$ cat src/rtl/intc_pkg.sv
package intc_pkg;
  localparam int CPU_SLOTS = 4;
  localparam int DATA_W    = 64;

  localparam int REQ_LSB   = 12;
  localparam int IPICLR_LSB = 8;
  localparam int TMRCLR_LSB = 4;
  localparam int ACCEPT_BIT = 28;

  typedef enum logic [1:0] {
    SEL_CTRL     = 2'd0,
    SEL_IPI_PEND = 2'd1,
    SEL_TMR_PEND = 2'd2,
    SEL_IPI_REQ  = 2'd3
  } reg_sel_e;

  typedef logic [CPU_SLOTS-1:0] cpu_mask_t;
endpackage

$ cat src/rtl/intc_cmd_decode.sv
module intc_cmd_decode
  import intc_pkg::*;
#(
  parameter int N_ACTIVE = 4
) (
  input  logic              valid,
  input  logic              write,
  input  reg_sel_e          sel,
  input  logic [DATA_W-1:0] wdata,
  output cpu_mask_t         ipi_set,
  output cpu_mask_t         ipi_clr,
  output cpu_mask_t         tmr_clr,
  output logic              err
);
  localparam cpu_mask_t ACT = cpu_mask_t'((1 << N_ACTIVE) - 1);

  cpu_mask_t f_req, f_iclr, f_tclr, f_low;
  logic      unused_wdata;

  assign f_req  = wdata[REQ_LSB    +: CPU_SLOTS];
  assign f_iclr = wdata[IPICLR_LSB +: CPU_SLOTS];
  assign f_tclr = wdata[TMRCLR_LSB +: CPU_SLOTS];
  assign f_low  = wdata[0 +: CPU_SLOTS];
  assign unused_wdata = ^{wdata[DATA_W-1:ACCEPT_BIT+1], wdata[ACCEPT_BIT-1:REQ_LSB+CPU_SLOTS]};

  always_comb begin
    ipi_set = '0;
    ipi_clr = '0;
    tmr_clr = '0;
    err     = 1'b0;
    if (valid && write) begin
      unique case (sel)
        SEL_CTRL: begin
          if (f_req == '0 && f_iclr == '0 && f_tclr == '0) begin
            err = !wdata[ACCEPT_BIT];
          end else begin
            ipi_set = f_req  & ACT;
            ipi_clr = f_iclr & ACT;
            tmr_clr = f_tclr & ACT;
          end
        end
        SEL_IPI_PEND: begin
          err     = (f_low == '0);
          ipi_clr = f_low & ACT;
        end
        SEL_TMR_PEND: begin
          err     = (f_low == '0);
          tmr_clr = f_low & ACT;
        end
        default: begin
          err     = (f_low == '0);
          ipi_set = f_low & ACT;
        end
      endcase
    end
  end
endmodule

$ cat src/rtl/intc_pend_vec.sv
module intc_pend_vec
  import intc_pkg::*;
#(
  parameter bit SET_FIRST = 1'b1,
  parameter bit WARN_EN   = 1'b1
) (
  input  logic      clk,
  input  logic      rst_n,
  input  cpu_mask_t set_m,
  input  cpu_mask_t clr_m,
  output cpu_mask_t pend,
  output logic      warn
);
  cpu_mask_t pend_q, pend_d, seen;
  logic      upd_en;

  generate
    if (SET_FIRST) begin : g_set_then_clr
      assign pend_d = (pend_q | set_m) & ~clr_m;
      assign seen   = pend_q | set_m;
    end else begin : g_clr_then_set
      assign pend_d = (pend_q & ~clr_m) | set_m;
      assign seen   = pend_q;
    end
    if (WARN_EN) begin : g_warn
      assign warn = (|(set_m & pend_q)) | (|(clr_m & ~seen));
    end else begin : g_nowarn
      assign warn = 1'b0;
    end
  endgenerate

  assign upd_en = |{set_m, clr_m};

  always_ff @(posedge clk or negedge rst_n) begin
    if (!rst_n)      pend_q <= '0;
    else if (upd_en) pend_q <= pend_d;
  end

  assign pend = pend_q;
endmodule

$ cat src/rtl/ipi_timer_intc.sv
module ipi_timer_intc
  import intc_pkg::*;
#(
  parameter int N_ACTIVE = 4
) (
  input  logic              clk,
  input  logic              rst_n,
  input  logic              tick,
  input  logic              req_valid,
  input  logic              req_write,
  input  logic [1:0]        req_sel,
  input  logic [1:0]        req_cpu,
  input  logic [DATA_W-1:0] req_wdata,
  output logic [DATA_W-1:0] rd_data,
  output logic [3:0]        ipi_irq,
  output logic [3:0]        tmr_irq,
  output logic              warn_pulse,
  output logic              err_pulse
);
  localparam cpu_mask_t ACT = cpu_mask_t'((1 << N_ACTIVE) - 1);

  logic      rst_s1_q, rst_q_n;
  reg_sel_e  sel;
  cpu_mask_t ipi_set, ipi_clr, tmr_clr, tmr_set;
  cpu_mask_t ipi_pend, tmr_pend;
  logic      dec_err, ipi_warn, tmr_warn;
  logic      warn_d, err_d, warn_q, err_q;

  always_ff @(posedge clk or negedge rst_n) begin
    if (!rst_n) begin
      rst_s1_q <= 1'b0;
      rst_q_n  <= 1'b0;
    end else begin
      rst_s1_q <= 1'b1;
      rst_q_n  <= rst_s1_q;
    end
  end

  assign sel     = reg_sel_e'(req_sel);
  assign tmr_set = tick ? ACT : '0;

  intc_cmd_decode #(.N_ACTIVE(N_ACTIVE)) u_dec (
    .valid   (req_valid),
    .write   (req_write),
    .sel     (sel),
    .wdata   (req_wdata),
    .ipi_set (ipi_set),
    .ipi_clr (ipi_clr),
    .tmr_clr (tmr_clr),
    .err     (dec_err)
  );

  intc_pend_vec #(.SET_FIRST(1'b1), .WARN_EN(1'b1)) u_ipi (
    .clk   (clk),
    .rst_n (rst_q_n),
    .set_m (ipi_set),
    .clr_m (ipi_clr),
    .pend  (ipi_pend),
    .warn  (ipi_warn)
  );

  intc_pend_vec #(.SET_FIRST(1'b0), .WARN_EN(1'b0)) u_tmr (
    .clk   (clk),
    .rst_n (rst_q_n),
    .set_m (tmr_set),
    .clr_m (tmr_clr),
    .pend  (tmr_pend),
    .warn  (tmr_warn)
  );

  assign warn_d = ipi_warn | tmr_warn;
  assign err_d  = dec_err;

  always_ff @(posedge clk or negedge rst_q_n) begin
    if (!rst_q_n) begin
      warn_q <= 1'b0;
      err_q  <= 1'b0;
    end else begin
      warn_q <= warn_d;
      err_q  <= err_d;
    end
  end

  always_comb begin
    rd_data = '0;
    if (req_valid && !req_write) begin
      unique case (sel)
        SEL_CTRL: begin
          rd_data[IPICLR_LSB +: CPU_SLOTS] = ipi_pend;
          rd_data[TMRCLR_LSB +: CPU_SLOTS] = tmr_pend;
          rd_data[1:0]                     = req_cpu;
        end
        SEL_IPI_PEND: rd_data[0 +: CPU_SLOTS] = ipi_pend;
        SEL_TMR_PEND: rd_data[0 +: CPU_SLOTS] = tmr_pend;
        default:      rd_data = '0;
      endcase
    end
  end

  assign ipi_irq    = ipi_pend;
  assign tmr_irq    = tmr_pend;
  assign warn_pulse = warn_q;
  assign err_pulse  = err_q;
endmodule

$ cat config.mk
export PLATFORM = sky130hd
export DESIGN_NAME = ipi_timer_intc
export DESIGN_NICKNAME = d
export VERILOG_FILES = /design/src/rtl/intc_pkg.sv /design/src/rtl/intc_cmd_decode.sv /design/src/rtl/intc_pend_vec.sv /design/src/rtl/ipi_timer_intc.sv
export SDC_FILE = /design/constraint.sdc
export NUM_CORES = 1
export LEC_CHECK = 0
export BUFFER_PORTS_ARGS = -buffer_cell sky130_fd_sc_hd__buf_2
export CAP_MARGIN = 10
export CORE_MARGIN = 10
export CORE_UTILIZATION = 30
export DETAILED_ROUTE_END_ITERATION = 10
export HOLD_SLACK_MARGIN = 0.12
export PLACE_DENSITY = 0.73
export RECOVER_POWER = 50
export SLEW_MARGIN = 10
export SYNTH_ARGS = -nofsm -noshare
export SYNTH_HDL_FRONTEND = slang
export SYNTH_SLANG_ARGS = --single-unit
$ cat constraint.sdc
create_clock -name clk -period 1.92 [get_ports clk]
set_clock_uncertainty 0.15 [all_clocks]
set_input_delay 0.384 -clock clk [delete_from_list [all_inputs] [get_ports clk]]
set_output_delay 0.384 -clock clk [all_outputs]
set_load 0.01 [all_outputs]
# Word-level counts from Yosys, hierarchy flattened
# Cells that the tools add are included.
# totals
elab_cells	51
output_inout_bits	74
inputBits	73
ff_bits	12
# op_classes
n_bitwise	10
n_reduce_logical	16
n_eq_ne	2
muxes	17
# op_table
cell	count
2-to-1 mux 4 bit	7
case mux 4 bit (2 select lines)	3
bitwise AND 4 bit	4
zero test 4 bit	4
OR reduction 8 bit	2
2-to-1 mux 12 bit	1
NOT 4 bit	3
2-to-1 mux 8 bit	1
bitwise OR 4 bit	2
OR reduction 4 bit	2
case mux 2 bit (3 select lines)	1
logical AND 1 bit	4
case mux 2 bit (2 select lines)	1
2-to-1 mux 1 bit	3
equality test 2 x 1 -> 1 bit, second input constant	1
equality test 2 bit, second input constant	1
zero test 1 bit	2
zero test 2 bit	1
OR reduction 2 bit	1
bitwise OR 1 bit	1

# Depth between registers and ports, before layout
# Gate-level depths: netlist of run 1.
# logic_depth
word_depth	11
depth_mapped	8
mapped_depth_nobuf	6

# Modules after synthesis
# From an unflattened synthesis of run 1, not the netlist that was laid out.
# hier_totals
cells_unflattened	158
hier_area_um2	1300.0
# by_module_without_submodules
mod	area_per_inst_um2	n_inst	seq_area_each_um2	cells_each
ipi_timer_intc	688.2	1	100.1	84
intc_cmd_decode	281.5	1	0.0	43
intc_pend_vec at u_ipi	173.9	1	100.1	17
intc_pend_vec at u_tmr	156.4	1	100.1	14

# Worst setup path after synthesis of run 1
# OpenSTA, ideal clock, no wires.
# synth_path
kind	input port to output port
startpoint	input port req_sel[0]
endpoint	output port rd_data[1]
arrival_time_ns	1.374
n_path_buf	3
path_slack_ns	0.012
cell_stages	7
required_ns	1.386
cell_sequence	inv_1 -> ha_1 -> buf_2 -> buf_4 -> clkbuf_1 -> a222oi_1 -> nor2_1
# synth_via
elab_chain_len	3
word_cells_on_any_way	5
cone_classes	eq/ne: 2; mux: 2; reduce/logical: 1
# synth_rtl
item	line	rtl
start: declaration	ipi_timer_intc.sv:11	input logic [1:0] req_sel,
equality test 2 bit (tied with other cells)	ipi_timer_intc.sv:87	unique case (sel)
case mux 2 bit (3 select lines) (*)	ipi_timer_intc.sv:87	
2-to-1 mux 12 bit (*)	ipi_timer_intc.sv:86	if (req_valid && !req_write) begin
end: declaration	ipi_timer_intc.sv:14	output logic [DATA_W-1:0] rd_data,
# Every way passes the cells marked *; elsewhere a longest branch is shown, timed or not.

# Worst setup path after layout of run 1
# layout_path
startpoint	input port req_sel[1]
endpoint	output port rd_data[0]
# The elaborated chain is that of the path after synthesis.

==> results of run 1 <==
-- worst max-delay path, cell delays in order --
cell	delay, ps
buf_8	100
buf_6	110
ha_4	150
a222oi_1	350
nor2_1	80
buf_2	150
-- synth_stat cells --
cell type  count  area [um^2]
a2111o_1       1        11.26
a21oi_1        6        30.03
a222oi_1       2        20.02
a22o_1         6        52.55
a22oi_1        8        60.06
and2_1         1        6.260
and3_1         7        43.79
and3_2         1        7.510
buf_2          3        15.01
buf_4         53        397.9
clkbuf_1       5        18.77
conb_1         2        7.510
dfrtp_1       12        300.3
ha_1           4        50.05
inv_1          2        7.510
nand2_1       12        45.04
nand2b_1       5        31.28
nand3b_1       3        22.52
nand4_1        1        6.260
nor2_1         8        30.03
nor2b_1        1        6.260
nor3_1         1        5.000
nor4_1         4        25.02
nor4b_1        1        8.760
o21a_1         1        7.510
o21ai_0        6        30.03
o21ai_1        3        15.01
o22a_2         1        10.01
o32ai_1        1        8.760
-- state kept, by name (all words and copies together), names as in the netlist --
register,flops
u_ipi.pend,4
u_tmr.pend,4
err_pulse,1
rst_q_n,1
rst_s1_q,1
warn_pulse,1
-- how the worst min path moves through the flow --
stage / cells past startpoint / end / slack (ps)
finish: 0 / rst_q_n / 200
global route: 0 / rst_q_n / 200
CTS: 0 / rst_q_n / 200
detailed placement: 1 / rst_s1_q / 20
global placement: 1 / rst_s1_q / 20
floorplan: 0 / rst_q_n / -60
-- kinds of logic (layout without fill, tap and decap cells) --
family | Yosys count | after routing | synth area share (%)
AOI/OAI and AO/OA | 35 | 35 | 19.16
adders and majority gates | 4 | 4 | 3.910
buffers and inverters | 63 | 68 | 34.31
DFF | 12 | 12 | 23.46
other | 2 | 53 | 0.5867
and+or+nand+nor | 45 | 45 | 18.57
-- placed cells by master (no fill, tap or decap), drive strengths merged --
cell type    synthesis  routed
conb                 2      53
nor2                 8       8
o21ai                9       9
dfrtp               12      12
and3                 8       8
nor3                 1       1
nor4b                1       1
a21oi                6       6
ha                   4       4
nand3b               3       3
inv                  2       2
a2111o               1       1
and2                 1       1
clkbuf               5      10
nand2               12      12
a22o                 6       6
buf                 56      54
o32ai                1       1
o22a                 1       1
a22oi                8       8
nand4                1       1
nor2b                1       1
nand2b               5       5
nor4                 4       4
dlygate4sd3          0       2
o21a                 1       1
a222oi               2       2
-- repair_timing --
| item | in CTS | in global routing |
|---|---|---|
| resized for setup | 3 | 12 |
| hold endpoints to repair | 12 | 0 |
| hold buffers | 2 | 0 |
| setup endpoints to repair | 2 | 2 |
| pin swaps | 3 | 4 |
| setup buffers | 0 | 2 |
-- cell type report --
class / count / share of cell area, %
Multi-Input combinational cell: 137 / 49.16
Timing Repair Buffer: 63 / 24.46
Sequential cell: 12 / 19.12
Tap cell: 50 / 3.984
Clock buffer: 3 / 2.629
Inverter: 2 / 0.6374
-- through the flow --
step	total power, uW	hold WS [ps]	worst slack, ps	instance area, um^2
after floorplan	568.3	-61.59	12.12	1471
after global placement	617.2	20.28	-87.37	1440
after detailed placement	620.0	21.17	-71.16	1440
after CTS	848.7	200.5	10.71	1509
after global routing	918.9	201.8	-1.276	1570
final	863.3	196.6	51.37	1570
-- metal layers --
| layer | vias to the layer above | track usage, % | part of all wire (%) |
|---|---|---|---|
| li1 | 568 | - | - |
| met1 | 540 | 12.05 | 38 |
| met2 | 77 | 16.55 | 47 |
| met3 | 6 | 5.163 | 14 |
| met4 | 0 | 2.246 | 0.82 |
| met5 | - | 0 | 0 |
-- power by group through the flow --
stage	registers, uW	clock network (uW)	logic [uW]
after floorplan	332	0	236
after global placement	333	0	284
after detailed placement	335	0	285
after CTS	327	227	295
after global routing	332	236	350
final	328	224	311
==> flow_summary.json, run 1 <==
{
  "syn_area_um2": 1280,
  "max_freq_mhz": 535.2,
  "peakVddDrop_uv": 506.4,
  "rr_worst_depth": 4,
  "clock_latency_ps": 240,
  "arrival_ps": 1330,
  "timing_max_transition_violations_final": 0,
  "pwr-share-comb_pct": 36.1,
  "rows": 23,
  "finalCritPeriodShare_pct": 97.32,
  "die_h_um": 85.32,
  "crit_path_max_fanout": 3,
  "fin_util_pct": 38.70,
  "io_buffers": 47,
  "pin_count": 147,
  "cp-start-kind": "input pin",
  "gr-usage-all-layers_pct": 10.33,
  "diodes": 0,
  "worst_pin_slew_ps": 500.5,
  "finalNonFillerCells": 267,
  "status": "finished, final reports clean",
  "seq_area_frac_synth_pct": 23.46,
  "cts_sinks": 12,
  "seqPwrFrac_pct": 38.0,
  "hold_viol": 0,
  "p_int_uw": 552.0,
  "clock_power_share_pct": 25.9,
  "clkTransAtPathRegs_ps": 50,
  "seqCellArea_um2": 300.3,
  "place_hpwl_mm": 3.397,
  "coreArea_um2": 4058,
  "cts_buffer_depth": 2,
  "antenna_found_initial": 0,
  "gp_congestion": 0.8627,
  "crit_path_end": "rd_data[0]",
  "initial_utilization_pct": 31.54,
  "overflow": 0,
  "num_vias": 1191,
  "yosys_warnings": 0,
  "multi_input_area_um2": 772.0,
  "grt_pass1_wl_mm": 6.320,
  "dp_cells": 260,
  "grt_max_degree": 12,
  "rr_startpoint": "u_ipi.pend[1]",
  "drtIter0Drc": 81,
  "ys_types": 29,
  "syn_inst": 161,
  "worstHoldStart": "rst_s1_q",
  "end_kind": "primary output",
  "drive_above_1_share_pct": 29.95,
  "ys_ff_latch": 12,
  "setup_tns_ps": 0,
  "fill_cells": 439,
  "drc": 0,
  "critPathRequiredTime_ps": 1390,
  "swShare_pct": 36.06,
  "htree_levels": 1,
  "setup_viol": 0,
  "firstDrtPassIters": 4,
  "p_sw_uw": 311.3,
  "power.leakage_uw": 0.0008180,
  "numCtsBuffers": 3,
  "die_area_um2": 7280,
  "area_growth_syn_to_layout_pct": 22.68,
  "p_per_area_nw_per_um2": 549.8,
  "wire_per_inst_um": 15.07,
  "slew_headroom_pct": 66.52,
  "grt_pass1_vias": 1236,
  "r2r-end": "warn_pulse",
  "startpoint": "req_sel[1]",
  "criticalPathCategory": "input pin to primary output",
  "rsz0062_at_grt": "true",
  "period_minus_slack_ps": 1869,
  "wl_mm": 4.024,
  "drv_cap": 0,
  "viasPerCell": 4.461,
  "fin_nets": 296,
  "cts_tree": "yes",
  "hold_class": "register to register",
  "ff2ff_setup_slack_ps": 310,
  "root_buffer": "clkbuf_8",
  "syn_area_per_cell_um2": 7.950,
  "ant_nets": 0,
  "die_x_um": 85.32
}
No activity file was read; power rests on OpenSTA's default activity.
==> inputs of run 2 (changes only) <==
--- a/config.mk
+++ b/config.mk
@@ -9,7 +9,9 @@
 export CAP_MARGIN = 10
+export CELL_PAD_IN_SITES_DETAIL_PLACEMENT = 0
+export CELL_PAD_IN_SITES_GLOBAL_PLACEMENT = 1
 export CORE_MARGIN = 10
-export CORE_UTILIZATION = 30
+export CORE_UTILIZATION = 21
 export DETAILED_ROUTE_END_ITERATION = 10
 export HOLD_SLACK_MARGIN = 0.12
-export PLACE_DENSITY = 0.73
+export PLACE_DENSITY = 0.81
 export RECOVER_POWER = 50
==> constraint.sdc (replaced) <==
create_clock -name clk -period 1.92 [get_ports clk]
set_clock_uncertainty 0.15 [all_clocks]
set_input_delay 0.096 -clock clk [delete_from_list [all_inputs] [get_ports clk]]
set_output_delay 0.096 -clock clk [all_outputs]
set_load 0.01 [all_outputs]
==> run 2 against run 1 <==
Against the previous run:
- utilization shrank 11 points
- via count up 0.42%
- sequential power barely moved
- design area up 3.4%
- global-route usage decreased by 1.9 points
- register-to-register slack barely moved
- routed wire length rose by 8.9%
- critical endpoint is now err_pulse
- highest routed layer unchanged
==> flow_summary.json, run 2 (synthesis results as in run 1) <==
{
  "fin_nets": 301,
  "slew_headroom_pct": 61.78,
  "numCtsBuffers": 3,
  "gp_congestion": 0.8121,
  "setup_viol": 0,
  "drc": 0,
  "grt_pass1_wl_mm": 6.672,
  "clock_latency_ps": 230,
  "area_growth_syn_to_layout_pct": 26.88,
  "place_hpwl_mm": 3.649,
  "pre_cts_ws_ps": 197.5,
  "clkTransAtPathRegs_ps": 50,
  "hold_viol": 0,
  "worst_pin_slew_ps": 572.2,
  "cp-start-kind": "input pin",
  "wl_mm": 4.382,
  "ff2ff_setup_slack_ps": 320,
  "grt_pass1_vias": 1265,
  "end_kind": "register",
  "hold_class": "input pin to register",
  "holdPathStages": 4,
  "grt_max_degree": 13,
  "wire_per_inst_um": 14.75,
  "peakVddDrop_uv": 197.9,
  "coreArea_um2": 5921,
  "io_buffers": 47,
  "critPathRequiredTime_ps": 1920,
  "die_h_um": 98.07,
  "hold_end": "err_pulse",
  "cts_sinks": 12,
  "period_minus_slack_ps": 1725,
  "die_area_um2": 9618,
  "final_cell_mix": "conb_1, buf_2, dlygate4sd3_1, nand2_1, dfrtp_1",
  "root_buffer": "clkbuf_8",
  "htree_levels": 1,
  "cts_setup_buffers": 0,
  "ant_nets": 0,
  "diodes": 0,
  "seqCellArea_um2": 300.3,
  "power.leakage_uw": 0.0008201,
  "rr_startpoint": "u_ipi.pend[1]",
  "multi_input_area_um2": 753.2,
  "rsz0062_at_grt": "false",
  "cts_buffer_depth": 2,
  "criticalPathCategory": "input pin to register",
  "die_x_um": 98.07,
  "drtIter0Drc": 103,
  "overflow": 0,
  "pin_count": 147,
  "status": "finished, final reports clean",
  "worst_slack_ps": 194.8,
  "p_per_area_nw_per_um2": 524.6,
  "antenna_found_initial": 0,
  "num_vias": 1196,
  "finalCritPeriodShare_pct": 89.85,
  "gr-usage-all-layers_pct": 8.399,
  "cts_tree": "yes",
  "rows": 28,
  "r2r-end": "warn_pulse",
  "setup_tns_ps": 0,
  "layout_commonest_cell": "conb_1",
  "worstHoldStart": "req_wdata[15]",
  "arrival_ps": 1730,
  "drv_cap": 0,
  "fill_cells": 676,
  "viasPerCell": 4.027,
  "rr_worst_depth": 4,
  "initial_utilization_pct": 21.62,
  "crit_path_max_fanout": 8,
  "max_freq_mhz": 579.7,
  "timing_max_transition_violations_final": 0,
  "drive_above_1_share_pct": 20.72,
  "firstDrtPassIters": 4
}
-- run 2: cell count changes in the layout (fill, tap and decap cells not counted), sizes merged --
| cell | delta |
|---|---|
| dlygate4sd3 | +17 |
| buf | -15 |
| clkbuf | +3 |
-- run 2: layout make-up --
cell class,count,area share [%]
clock buffer,3,2.542
inverter,2,0.4622
multi-input combinational,137,46.38
sequential,12,18.49
tap,75,5.778
timing repair buffer,68,26.35
-- run 2: worst max-delay path: stages --
cell,delay (ps)
buf_2,110
inv_1,60
ha_1,290
buf_4,200
nor3_1,210
dlygate4sd3_1,590
nand2_1,50
a21oi_1,130
-- run 2: report_power, final --
group	internal, uW	switching (uW)
logic	125	180
registers	281	46.6
clock network	137	81.6
-- run 2: worst max-delay path by stage --
stage	startpoint	to
after detailed placement	req_sel[0]	warn_pulse
after global routing	req_sel[0]	err_pulse
after CTS	req_wdata[8]	err_pulse
after floorplan	u_ipi.pend[1]	warn_pulse
after global placement	req_sel[0]	warn_pulse
final	req_sel[0]	err_pulse
-- run 2: repair_timing --
action / in CTS / in global routing
resized for setup: 0 / 3
endpoints found under the setup margin: 0 / 1
hold buffers: 16 / 4
hold endpoints to repair: 19 / 1
-- run 2: metal layers --
| layer | routed length (um) | share of wire, % | GRT usage, % |
|---|---|---|---|
| met4 | 14 | 0.32 | 2.013 |
| met3 | 378 | 8.6 | 3.030 |
| met5 | 0 | 0 | 0 |
| met1 | 1961 | 45 | 10.72 |
| met2 | 2029 | 46 | 13.10 |
-- run 2: stage by stage --
stage | utilization [%] | hold slack, ps | instance area [um^2] | total power (uW) | std cells
after CTS | 26.78 | 151.4 | 1585 | 851.7 | 294
after global routing | 27.43 | 120.7 | 1624 | 909.6 | 297
after detailed placement | 23.37 | -265.6 | 1384 | 606.9 | 275
after floorplan | - | -349.6 | 1471 | 568.3 | 212
after global placement | 23.37 | -267.0 | 1384 | 602.3 | 275
final | 27.43 | 77.41 | 1624 | 852.0 | 297
==> inputs of run 3 (changes only) <==
- CORE_UTILIZATION: 21 -> 23
- PLACE_DENSITY: 0.81 -> 0.87
- clock period: 1.92 -> 2 ns (I/O delays scaled with it)
==> run 3 against run 2 <==
Against the previous run:
- clock power up 18%
- cell count is 1.7% lower
- via count grew 1.1%
==> flow_summary.json, run 3 (synthesis results as in run 1) <==
{
  "crit_slowest_cell": "dlygate4sd3_1",
  "fill_cells": 615,
  "power_uw": 858.4,
  "critPathRequiredTime_ps": 2010,
  "grt_max_degree": 17,
  "criticalPathCategory": "input pin to register",
  "ant_nets": 0,
  "diodes": 0,
  "cts_sinks": 12,
  "arrival_ps": 1910,
  "wire_per_inst_um": 14.48,
  "clock_latency_ps": 240,
  "die_h_um": 94.60,
  "crit_path_max_fanout": 2,
  "r2r-end": "warn_pulse",
  "rr_startpoint": "u_ipi.pend[2]",
  "power.leakage_uw": 0.0007943,
  "pin_count": 147,
  "worst_pin_slew_ps": 566.7,
  "cp-start-kind": "input pin",
  "holdPathStages": 3,
  "p_per_area_nw_per_um2": 538.1,
  "setup_viol": 0,
  "slew_headroom_pct": 62.14,
  "startpoint": "req_wdata[5]",
  "grt_pass1_vias": 1289,
  "layout_commonest_cell": "conb_1",
  "drv_cap": 0,
  "gp_congestion": 0.8129,
  "viasPerCell": 4.140,
  "setup_tns_ps": 0,
  "cts_buffer_depth": 2,
  "area_growth_syn_to_layout_pct": 24.63,
  "worstHoldStart": "req_valid",
  "worst_slack_ps": 98.99,
  "initial_utilization_pct": 23.53,
  "critPathBufInv": 3,
  "max_stage_delay_ps": 580,
  "hold_class": "input pin to register",
  "fin_nets": 298,
  "end_kind": "register",
  "die_x_um": 94.60,
  "hold_end": "u_ipi.pend[0]",
  "wl_mm": 4.228,
  "die_area_um2": 8949,
  "gr-usage-all-layers_pct": 8.509,
  "hold_viol": 0,
  "overflow": 0,
  "drive_above_1_share_pct": 19.55,
  "clkTransAtPathRegs_ps": 50,
  "max_freq_mhz": 526.0,
  "period_minus_slack_ps": 1901,
  "io_buffers": 47,
  "num_vias": 1209,
  "coreArea_um2": 5439,
  "path_delay_family": "buffers and inverters",
  "peakVddDrop_uv": 224.8,
  "drtIter0Drc": 77,
  "htree_levels": 1,
  "numCtsBuffers": 3,
  "ff2ff_setup_slack_ps": 360,
  "root_buffer": "clkbuf_8",
  "grt_pass1_wl_mm": 6.230,
  "pre_cts_ws_ps": 148.0,
  "finalCritPeriodShare_pct": 95.05,
  "status": "finished, final reports clean",
  "stdcell_area_um2": 1595,
  "timing_max_transition_violations_final": 0,
  "final_cell_mix": "conb_1, buf_2, dlygate4sd3_1, clkbuf_1",
  "rows": 27,
  "drc": 0,
  "antenna_found_initial": 0,
  "place_hpwl_mm": 3.414,
  "rsz0062_at_grt": "false",
  "critPathMostFrequentCell": "dlygate4sd3_1",
  "rr_worst_depth": 4,
  "place_area_um2": 1373,
  "crit_chain": "dlygate4sd3_1, buf_2, nor4_2, nand4_1, dlygate4sd3_1, a21oi_1",
  "firstDrtPassIters": 4,
  "cts_tree": "yes"
}
==> run 3: how the worst max path moves through the flow <==
stage / end / slack (ps) / depth (start not counted)
2_1_floorplan: warn_pulse / 480 / 4
3_3_place_gp: warn_pulse / 150 / 7
3_5_place_dp: warn_pulse / 150 / 7
4_1_cts: err_pulse / 70 / 7
5_1_grt: err_pulse / 20 / 6
6_report: err_pulse / 100 / 6
==> run 3: tightest hold or removal path, delay by kind of cell <==
| family | cells | cell delay [ps] |
|---|---|---|
| compound gates | 1 | 90 |
| buf+inv | 1 | 90 |
| simple gates | 1 | 220 |
==> run 3: cell type report <==
cell class              count  area, um^2  area share, %
well taps                  72       90.09          5.647
repair buffers             65       395.4          24.78
multi-input cells         137       747.0          46.82
clock buffers               4       55.05          3.451
flip-flops and latches     12       300.3          18.82
inverters                   2       7.507         0.4706
==> run 3: report_power, final <==
part	leakage (uW)	internal, uW	switching, uW
Clock	0.0000288	174	85.9
Sequential	0.000135	270	47.0
Combinational	0.000630	114	168
==> run 3: timing repair <==
| item | in CTS | in global routing |
|---|---|---|
| gates resized for setup | 0 | 3 |
| setup buffers | 0 | 0 |
| setup endpoints to repair | 0 | 1 |
| endpoints found under the hold margin | 19 | 0 |
| hold buffers | 17 | 0 |
==> run 3: layer usage <==
| metal | up-vias | part of all wire, % | wire, um | track usage (%) |
|---|---|---|---|---|
| met3 | 2 | 13 | 548 | 3.807 |
| met2 | 72 | 48 | 2018 | 14.59 |
| met4 | 0 | 0.19 | 8 | 1.870 |
| met1 | 564 | 39 | 1652 | 9.500 |
| li1 | 571 | - | - | - |
| met5 | - | 0 | 0 | 0 |
==> run 3: per-stage QoR <==
stage | hold WS (ps) | cells | utilization [%]
2_1_floorplan | -345.6 | 212 | -
3_3_place_gp | -263.9 | 271 | 25.24
3_5_place_dp | -260.7 | 271 | 25.24
4_1_cts | 154.1 | 292 | 29.38
5_1_grt | 174.0 | 292 | 29.33
6_report | 161.1 | 292 | 29.33
